[src/rtl/hps_pkg.sv]
package hps_pkg;
    localparam int CFG_W = 16;
    localparam int BE_W  = CFG_W / 8;
    localparam int VEC_W = 5;
    localparam int SLOT_ID_W = CFG_W - 5;

    localparam logic [1:0] IND_ON    = 2'b01;
    localparam logic [1:0] IND_BLINK = 2'b10;
    localparam logic [1:0] IND_OFF   = 2'b11;

    typedef struct packed {
        logic       pwr_off;
        logic [1:0] pwr_ind;
        logic [1:0] attn_ind;
        logic       hp_ie;
        logic       cc_en;
        logic       pd_en;
        logic       ab_en;
    } slot_ctl_t;

    typedef struct packed {
        logic lock;
        logic pds;
        logic cci;
        logic pdc;
        logic abp;
    } slot_sts_t;

    localparam int CTL_W    = $bits(slot_ctl_t);
    localparam int STS_W    = $bits(slot_sts_t);
    localparam int LOCK_BIT = CTL_W;
    localparam int REG_W    = CTL_W + 1;
endpackage

[src/rtl/hps_cfg_decode.sv]
module hps_cfg_decode
    import hps_pkg::*;
#(
    parameter int ADDR_W = 2
) (
    input  logic              cfg_wr,
    input  logic [ADDR_W-1:0] cfg_addr,
    input  logic [BE_W-1:0]   cfg_be,
    output logic              wr_vec,
    output logic              wr_ctl,
    output logic              wr_sts,
    output logic [REG_W-1:0]  bmask
);
    localparam logic [ADDR_W-1:0] A_VEC = ADDR_W'(0);
    localparam logic [ADDR_W-1:0] A_CTL = ADDR_W'(1);
    localparam logic [ADDR_W-1:0] A_STS = ADDR_W'(2);

    logic any_byte;
    assign any_byte = |cfg_be;

    assign wr_vec = cfg_wr && any_byte && (cfg_addr == A_VEC);
    assign wr_ctl = cfg_wr && any_byte && (cfg_addr == A_CTL);
    assign wr_sts = cfg_wr && any_byte && (cfg_addr == A_STS);

    for (genvar i = 0; i < REG_W; i++) begin : g_mask
        assign bmask[i] = cfg_be[i / 8];
    end
endmodule

[src/rtl/hps_slot_regs.sv]
module hps_slot_regs
    import hps_pkg::*;
(
    input  logic             clk,
    input  logic             rst_n,
    input  logic             wr_vec,
    input  logic             wr_ctl,
    input  logic             wr_sts,
    input  logic [REG_W-1:0] bmask,
    input  logic [REG_W-1:0] wdata,
    input  logic             hot_add,
    input  logic             button_press,
    output logic [VEC_W-1:0] vec_o,
    output slot_ctl_t        ctl_o,
    output slot_sts_t        sts_o,
    output logic             detach_o,
    output logic             busy_o
);
    typedef struct packed {
        logic [VEC_W-1:0] vec;
        slot_ctl_t        ctl;
        slot_sts_t        sts;
        logic             detach;
        logic             busy;
    } reg_state_t;

    localparam slot_ctl_t CTL_RST = '{pwr_off: 1'b0, pwr_ind: 2'b00,
                                      attn_ind: IND_OFF, hp_ie: 1'b0,
                                      cc_en: 1'b0, pd_en: 1'b0, ab_en: 1'b0};

    reg_state_t st_d, st_q;
    slot_ctl_t  ctl_w;

    always_comb begin
        st_d        = st_q;
        st_d.detach = 1'b0;
        st_d.busy   = 1'b0;
        ctl_w       = st_q.ctl;

        if (wr_vec) begin
            for (int i = 0; i < VEC_W; i++) begin
                if (bmask[i]) st_d.vec[i] = wdata[i];
            end
        end

        // status: write one to clear on the event bits only
        if (wr_sts) begin
            if (bmask[0] && wdata[0]) st_d.sts.abp = 1'b0;
            if (bmask[1] && wdata[1]) st_d.sts.pdc = 1'b0;
            if (bmask[2] && wdata[2]) st_d.sts.cci = 1'b0;
        end

        // control: every enabled write is one command
        if (wr_ctl) begin
            for (int i = 0; i < CTL_W; i++) begin
                if (bmask[i]) ctl_w[i] = wdata[i];
            end
            st_d.ctl = ctl_w;
            if (bmask[LOCK_BIT] && wdata[LOCK_BIT]) begin
                st_d.sts.lock = ~st_q.sts.lock;
            end
            if (st_q.sts.pds && ctl_w.pwr_off && (ctl_w.pwr_ind == IND_OFF)) begin
                st_d.detach  = 1'b1;
                st_d.sts.pds = 1'b0;
                st_d.sts.pdc = 1'b1;
            end
            st_d.sts.cci = 1'b1;
        end

        if (button_press) st_d.sts.abp = 1'b1;

        if (hot_add) begin
            if (st_q.sts.lock) begin
                st_d.busy = 1'b1;
            end else begin
                st_d.sts.pds = 1'b1;
                st_d.sts.pdc = 1'b1;
                st_d.sts.abp = 1'b1;
            end
        end
    end

    always_ff @(posedge clk) begin
        if (!rst_n) begin
            st_q.vec    <= '0;
            st_q.ctl    <= CTL_RST;
            st_q.sts    <= '0;
            st_q.detach <= 1'b0;
            st_q.busy   <= 1'b0;
        end else begin
            st_q <= st_d;
        end
    end

    assign vec_o    = st_q.vec;
    assign ctl_o    = st_q.ctl;
    assign sts_o    = st_q.sts;
    assign detach_o = st_q.detach;
    assign busy_o   = st_q.busy;

    // a control write completes as a command
    a_r7_cmd_sets_done: assert property (@(posedge clk) disable iff (!rst_n)
        wr_ctl |=> st_q.sts.cci);

    // interlock toggle inverts the interlock status
    a_r8_lock_toggles: assert property (@(posedge clk) disable iff (!rst_n)
        (wr_ctl && bmask[LOCK_BIT] && wdata[LOCK_BIT]) |=> (st_q.sts.lock != $past(st_q.sts.lock)));

    // a detach leaves the slot empty with a change flagged
    a_r9_detach_empties: assert property (@(posedge clk) disable iff (!rst_n)
        st_q.detach |-> (!st_q.sts.pds && st_q.sts.pdc));

    // a refused hot-add leaves presence untouched
    a_r10_refused_add: assert property (@(posedge clk) disable iff (!rst_n)
        (hot_add && st_q.sts.lock && !wr_ctl) |=> (st_q.busy && $stable(st_q.sts.pds)));
endmodule

[src/rtl/hps_notify.sv]
module hps_notify
    import hps_pkg::*;
(
    input  logic      clk,
    input  logic      rst_n,
    input  slot_ctl_t ctl,
    input  slot_sts_t sts,
    input  logic      msg_enable,
    output logic      irq_o,
    output logic      msg_o
);
    typedef struct packed {
        logic level;
        logic msg;
    } ntf_state_t;

    ntf_state_t nt_d, nt_q;
    logic       level_now;
    logic [2:0] ev_pend;

    assign ev_pend   = {sts.cci & ctl.cc_en, sts.pdc & ctl.pd_en, sts.abp & ctl.ab_en};
    assign level_now = ctl.hp_ie && (|ev_pend);

    always_comb begin
        nt_d       = nt_q;
        nt_d.level = level_now;
        nt_d.msg   = msg_enable && level_now && !nt_q.level;
    end

    always_ff @(posedge clk) begin
        if (!rst_n) begin
            nt_q <= '0;
        end else begin
            nt_q <= nt_d;
        end
    end

    assign irq_o = nt_q.level && !msg_enable;
    assign msg_o = nt_q.msg;

    // a message only follows a rising level
    a_r5_msg_on_rise: assert property (@(posedge clk) disable iff (!rst_n)
        msg_o |-> (nt_q.level && !$past(nt_q.level)));

    // the message path is used only in message mode
    a_r5_msg_mode_only: assert property (@(posedge clk) disable iff (!rst_n)
        msg_o |-> $past(msg_enable));
endmodule

[src/rtl/hps_slot_ctrl.sv]
module hps_slot_ctrl
    import hps_pkg::*;
#(
    parameter int                   ADDR_W  = 2,
    parameter logic [SLOT_ID_W-1:0] SLOT_ID = 11'd5
) (
    input  logic              clk,
    input  logic              rst_n,
    input  logic              cfg_wr,
    input  logic [ADDR_W-1:0] cfg_addr,
    input  logic [BE_W-1:0]   cfg_be,
    input  logic [CFG_W-1:0]  cfg_wdata,
    output logic [CFG_W-1:0]  cfg_rdata,
    input  logic              msg_enable,
    input  logic              hot_add,
    input  logic              button_press,
    output logic              irq_o,
    output logic              msg_o,
    output logic [VEC_W-1:0]  msg_vec_o,
    output logic              detach_o,
    output logic              add_busy_o
);
    localparam logic [CFG_W-1:0] CAP_VAL = {SLOT_ID, 5'b11111};

    logic             wr_vec, wr_ctl, wr_sts;
    logic [REG_W-1:0] bmask;
    logic [VEC_W-1:0] vec_q;
    slot_ctl_t        ctl_q;
    slot_sts_t        sts_q;
    logic             wdata_unused;

    assign wdata_unused = ^cfg_wdata[CFG_W-1:REG_W];

    hps_cfg_decode #(.ADDR_W(ADDR_W)) u_dec (
        .cfg_wr   (cfg_wr),
        .cfg_addr (cfg_addr),
        .cfg_be   (cfg_be),
        .wr_vec   (wr_vec),
        .wr_ctl   (wr_ctl),
        .wr_sts   (wr_sts),
        .bmask    (bmask)
    );

    hps_slot_regs u_regs (
        .clk          (clk),
        .rst_n        (rst_n),
        .wr_vec       (wr_vec),
        .wr_ctl       (wr_ctl),
        .wr_sts       (wr_sts),
        .bmask        (bmask),
        .wdata        (cfg_wdata[REG_W-1:0]),
        .hot_add      (hot_add),
        .button_press (button_press),
        .vec_o        (vec_q),
        .ctl_o        (ctl_q),
        .sts_o        (sts_q),
        .detach_o     (detach_o),
        .busy_o       (add_busy_o)
    );

    hps_notify u_ntf (
        .clk        (clk),
        .rst_n      (rst_n),
        .ctl        (ctl_q),
        .sts        (sts_q),
        .msg_enable (msg_enable),
        .irq_o      (irq_o),
        .msg_o      (msg_o)
    );

    assign msg_vec_o = vec_q;

    // the interlock toggle is never stored, so it reads as zero
    always_comb begin
        case (cfg_addr)
            ADDR_W'(0): cfg_rdata = CFG_W'(vec_q);
            ADDR_W'(1): cfg_rdata = CFG_W'(ctl_q);
            ADDR_W'(2): cfg_rdata = CFG_W'(sts_q);
            ADDR_W'(3): cfg_rdata = CAP_VAL;
            default:    cfg_rdata = '0;
        endcase
    end

    // the legacy line stays quiet while messages are in use
    a_r4_line_quiet_in_msg_mode: assert property (@(posedge clk) disable iff (!rst_n)
        (msg_enable && $past(msg_enable)) |-> !irq_o);
endmodule

[config.mk]
export PLATFORM = sky130hd
export DESIGN_NAME = hps_slot_ctrl
export DESIGN_NICKNAME = d
export VERILOG_FILES = /design/src/rtl/hps_pkg.sv /design/src/rtl/hps_cfg_decode.sv /design/src/rtl/hps_slot_regs.sv /design/src/rtl/hps_notify.sv /design/src/rtl/hps_slot_ctrl.sv
export SDC_FILE = /design/constraint.sdc
export NUM_CORES = 1
export LEC_CHECK = 0
export ABC_CLOCK_PERIOD_IN_PS = 1600
export BUFFER_PORTS_ARGS = -buffer_cell sky130_fd_sc_hd__buf_2
export CAP_MARGIN = 20
export CORE_AREA = 2 2 58 46
export CTS_CLUSTER_DIAMETER = 200
export DETAILED_ROUTE_END_ITERATION = 10
export DIE_AREA = 0 0 60 48
export HOLD_SLACK_MARGIN = 0.1
export PLACE_DENSITY = 0.8
export SLEW_MARGIN = 20
export SYNTH_ARGS = -nofsm -noshare
export SYNTH_HDL_FRONTEND = slang
export SYNTH_SLANG_ARGS = --single-unit
[constraint.sdc]
create_clock -name clk -period 1.6 [get_ports clk]
set_input_delay 0.24 -clock clk [delete_from_list [all_inputs] [get_ports clk]]
set_output_delay 0.24 -clock clk [all_outputs]
set_load 0.005 [all_outputs]
==> impl_results.md <==
- Vias per cell: 5.04
- Share of layout cells above drive strength 1: 30.0%
- Arrival time worst endpoint: 1.23 ns
- Final-layout fill cell count: 231
- Synth warnings: 0
- Post-CTS sizing: 0
- Total congestion overflow: 0
- Fmax achieved: 0.682 GHz
- Post-DP HPWL: 1.94 mm
- RSZ-0062 raised after global routing: false
- Seq cells post-synth: 23
- Synth async-reset ratio: 0%
- Worst path slowest cell: dfxtp_1
- Internal power: 0.000751 W
- CP required: 1.36 ns
- PortBufs: 37
- Clock Power Share: 25.9%
- PD cells: slightly below 800 nW/um^2
- Setup CP Type: flip-flop to output port
- Final hold vios: 0
- Most frequent cell after synthesis: dfxtp_1
- Switching Fraction: 25.0%
- Post-route clock period utilization: 91.6%
- Hold_buf cts: 0
- Synth unique cells: 30
- Initial core utilization: around half
- Global Route Usage Sum: 18.3%
- Instance count of the mapped netlist: 124
- Number of synthesized flops with an enable pin: 0
- Post-synth top area cell: dfxtp_1
- Post-DRT Antenna Nets: 0
- Die width: 60 um
- CTS root buffer: clkbuf_4
- Clk_skew: 0.00362 ns
- FP Rows: 15
- Final Power: 0.00100 W
- CTS tree: yes
- Pin count of the biggest net entering global routing: 18
- Register area share after synthesis: between 40% and 50%
- Synth area leaders: dfxtp_1 42%, mux2i_1 7.3%, nand2_1 7.2%
- Cell Chain, Critical Path: mux2_2 > o22a_1 > buf_2
- Antenna cells: 0
- CP delay by family, top: flip-flops
- Endpoints failing setup: 0
- Die Area: 2880 um^2
- Clock transition at path regs: 0.12 ns
- Initial antenna violation count: 0
- First-pass DRT Iterations: 5
- Share of the synthesized area in the top cell type: 42.2%
- Leakage power total: 0.604 nW
- Total negative slack: 0 ns
- Switch Pwr: 0.000250 W
- NumNets Final: 187
- Global-route wire length before repair: 3.74 mm
- Average size of a mapped cell: about 9 um^2
- Max Slew Vio Count: 0
- Crit path largest cell delay: 0.34 ns
- RD Place Congestion: around 0.83
- Setup Buffers After CTS: 0
- Comb pwr share: between 10% and 20%
- Sequential power share: 60.1%
- Via count: approximately 980
- CP max FO: 3
- Main synth FF type: dfxtp_1
- DRC Markers: 0
- Worst setup SP type: flip-flop
- Worst min path class: primary input to flip-flop
- Min Tclk post-route: about 1.5 ns
- Clock Sinks: 23
- Status: finished clean
- Die Y: 48 um
- CTS Buf Count: 3
- Max H-tree Level: 1
- Synth top cells by count: 23 x dfxtp_1, 21 x nand2_1, 12 x nor2_1
- Clock tree buffer depth: 2
- IR drop worst, VDD: 0.000357 V
- Max-cap violations: 0
- Synth-to-layout area growth: 19.0%
- Post-Syn Area: 1090 um^2
- Vias in the first global route: 805
- Crit end category: output port
- Final wirelength: 2.48 mm
- DR iter-0 viols: 34
- I/O pins: 51
- Clock latency on the worst-skew pair: 0.30 ns
- Core area: ~2300 um^2
- Routed length per instance: 12.8 um
- Worst path buffer plus inverter count: 1
==> placed cells by master (no fill, tap or decap), types with 3 or more instances in the layout <==
master	instances
mux2_2	6
nand3_1	4
o22a_1	5
mux2i_1	8
conb_1	7
nor2_1	12
buf_2	37
dfxtp_1	23
o21a_1	3
nand2_1	21
clkbuf_4	3
a21oi_1	9
==> final cells by class <==
class	instances	area (um^2)	share of cell area [%]
flip-flops and latches	23	460	35.4
well taps	34	42.5	3.27
multi-input cells	93	571	43.9
inverters	2	7.51	0.577
clock buffers	4	26.3	2.02
repair buffers	38	193	14.8
==> power by group through the flow <==
stage,logic (W),clock network (W),registers [W]
after floorplan,0.0000937,0,0.000610
after global placement,0.000137,0,0.000613
after detailed placement,0.000141,0,0.000614
after CTS,0.000141,0.000273,0.000601
after global routing,0.000156,0.000299,0.000604
final,0.000140,0.000260,0.000601
==> worst paths after layout <==
path	slack (ns)	depth (start not counted)	start	to
worst max-delay path	0.13	3	u_regs.vec_o[4]	cfg_rdata[4]
worst min-delay path	0.14	3	cfg_wdata[5]	u_regs.ctl_o[5]
worst max register to register	0.63	2	u_regs.sts_o[2]	u_ntf.msg_o
worst min register to register	0.44	1	u_ntf.nt_q[1]	u_ntf.msg_o
==> cell families (layout without fill, tap and decap cells) <==
group | Yosys count | in the layout | share of synthesized area [%]
AO/OA/AOI/OAI | 21 | 21 | 13.3
XOR/XNOR | 1 | 1 | 0.802
buffers and inverters | 14 | 44 | 7.67
flip-flops | 23 | 23 | 42.2
multiplexers | 14 | 14 | 13.5
other | 1 | 7 | 0.343
AND/OR/NAND/NOR | 50 | 50 | 22.2
==> per-stage QoR <==
step           instances  util [%]  hold WS (ns)  cell area [um^2]  worst slack [ns]
5_1_grt              194      57.2         0.155              1300            0.0690
3_3_place_gp         190      56.1         0.395              1270             0.212
2_1_floorplan        130         -         0.312              1110             0.405
4_1_cts              194      57.2         0.129              1300             0.119
3_5_place_dp         190      56.1         0.422              1270             0.163
6_report             194      57.2         0.141              1300             0.135
==> registers in the layout (all words and copies together) (netlist names) <==
name and flops:
u_regs.vec_o 5, u_ntf.msg_o 1, u_ntf.nt_q 1, u_regs.ctl_o 9, u_regs.detach_o 1, u_regs.busy_o 1, u_regs.sts_o 5
==> layer usage <==
layer	vias to the layer above	share of wire [%]	global-route usage (%)
li1	487	-	-
met1	438	45	25.1
met5	-	0	0
met2	48	45	28.7
met4	0	0.48	4.00
met3	4	9.2	5.68
==> worst register-to-register path: cells and delay by family (launching register included) <==
| kind | cells | cell delay, ns |
|---|---|---|
| AO/OA/AOI/OAI | 1 | 0.41 |
| flip-flops | 1 | 0.35 |
| AND/OR/NAND/NOR | 1 | 0.10 |
No activity file was read; power rests on OpenSTA's default activity.
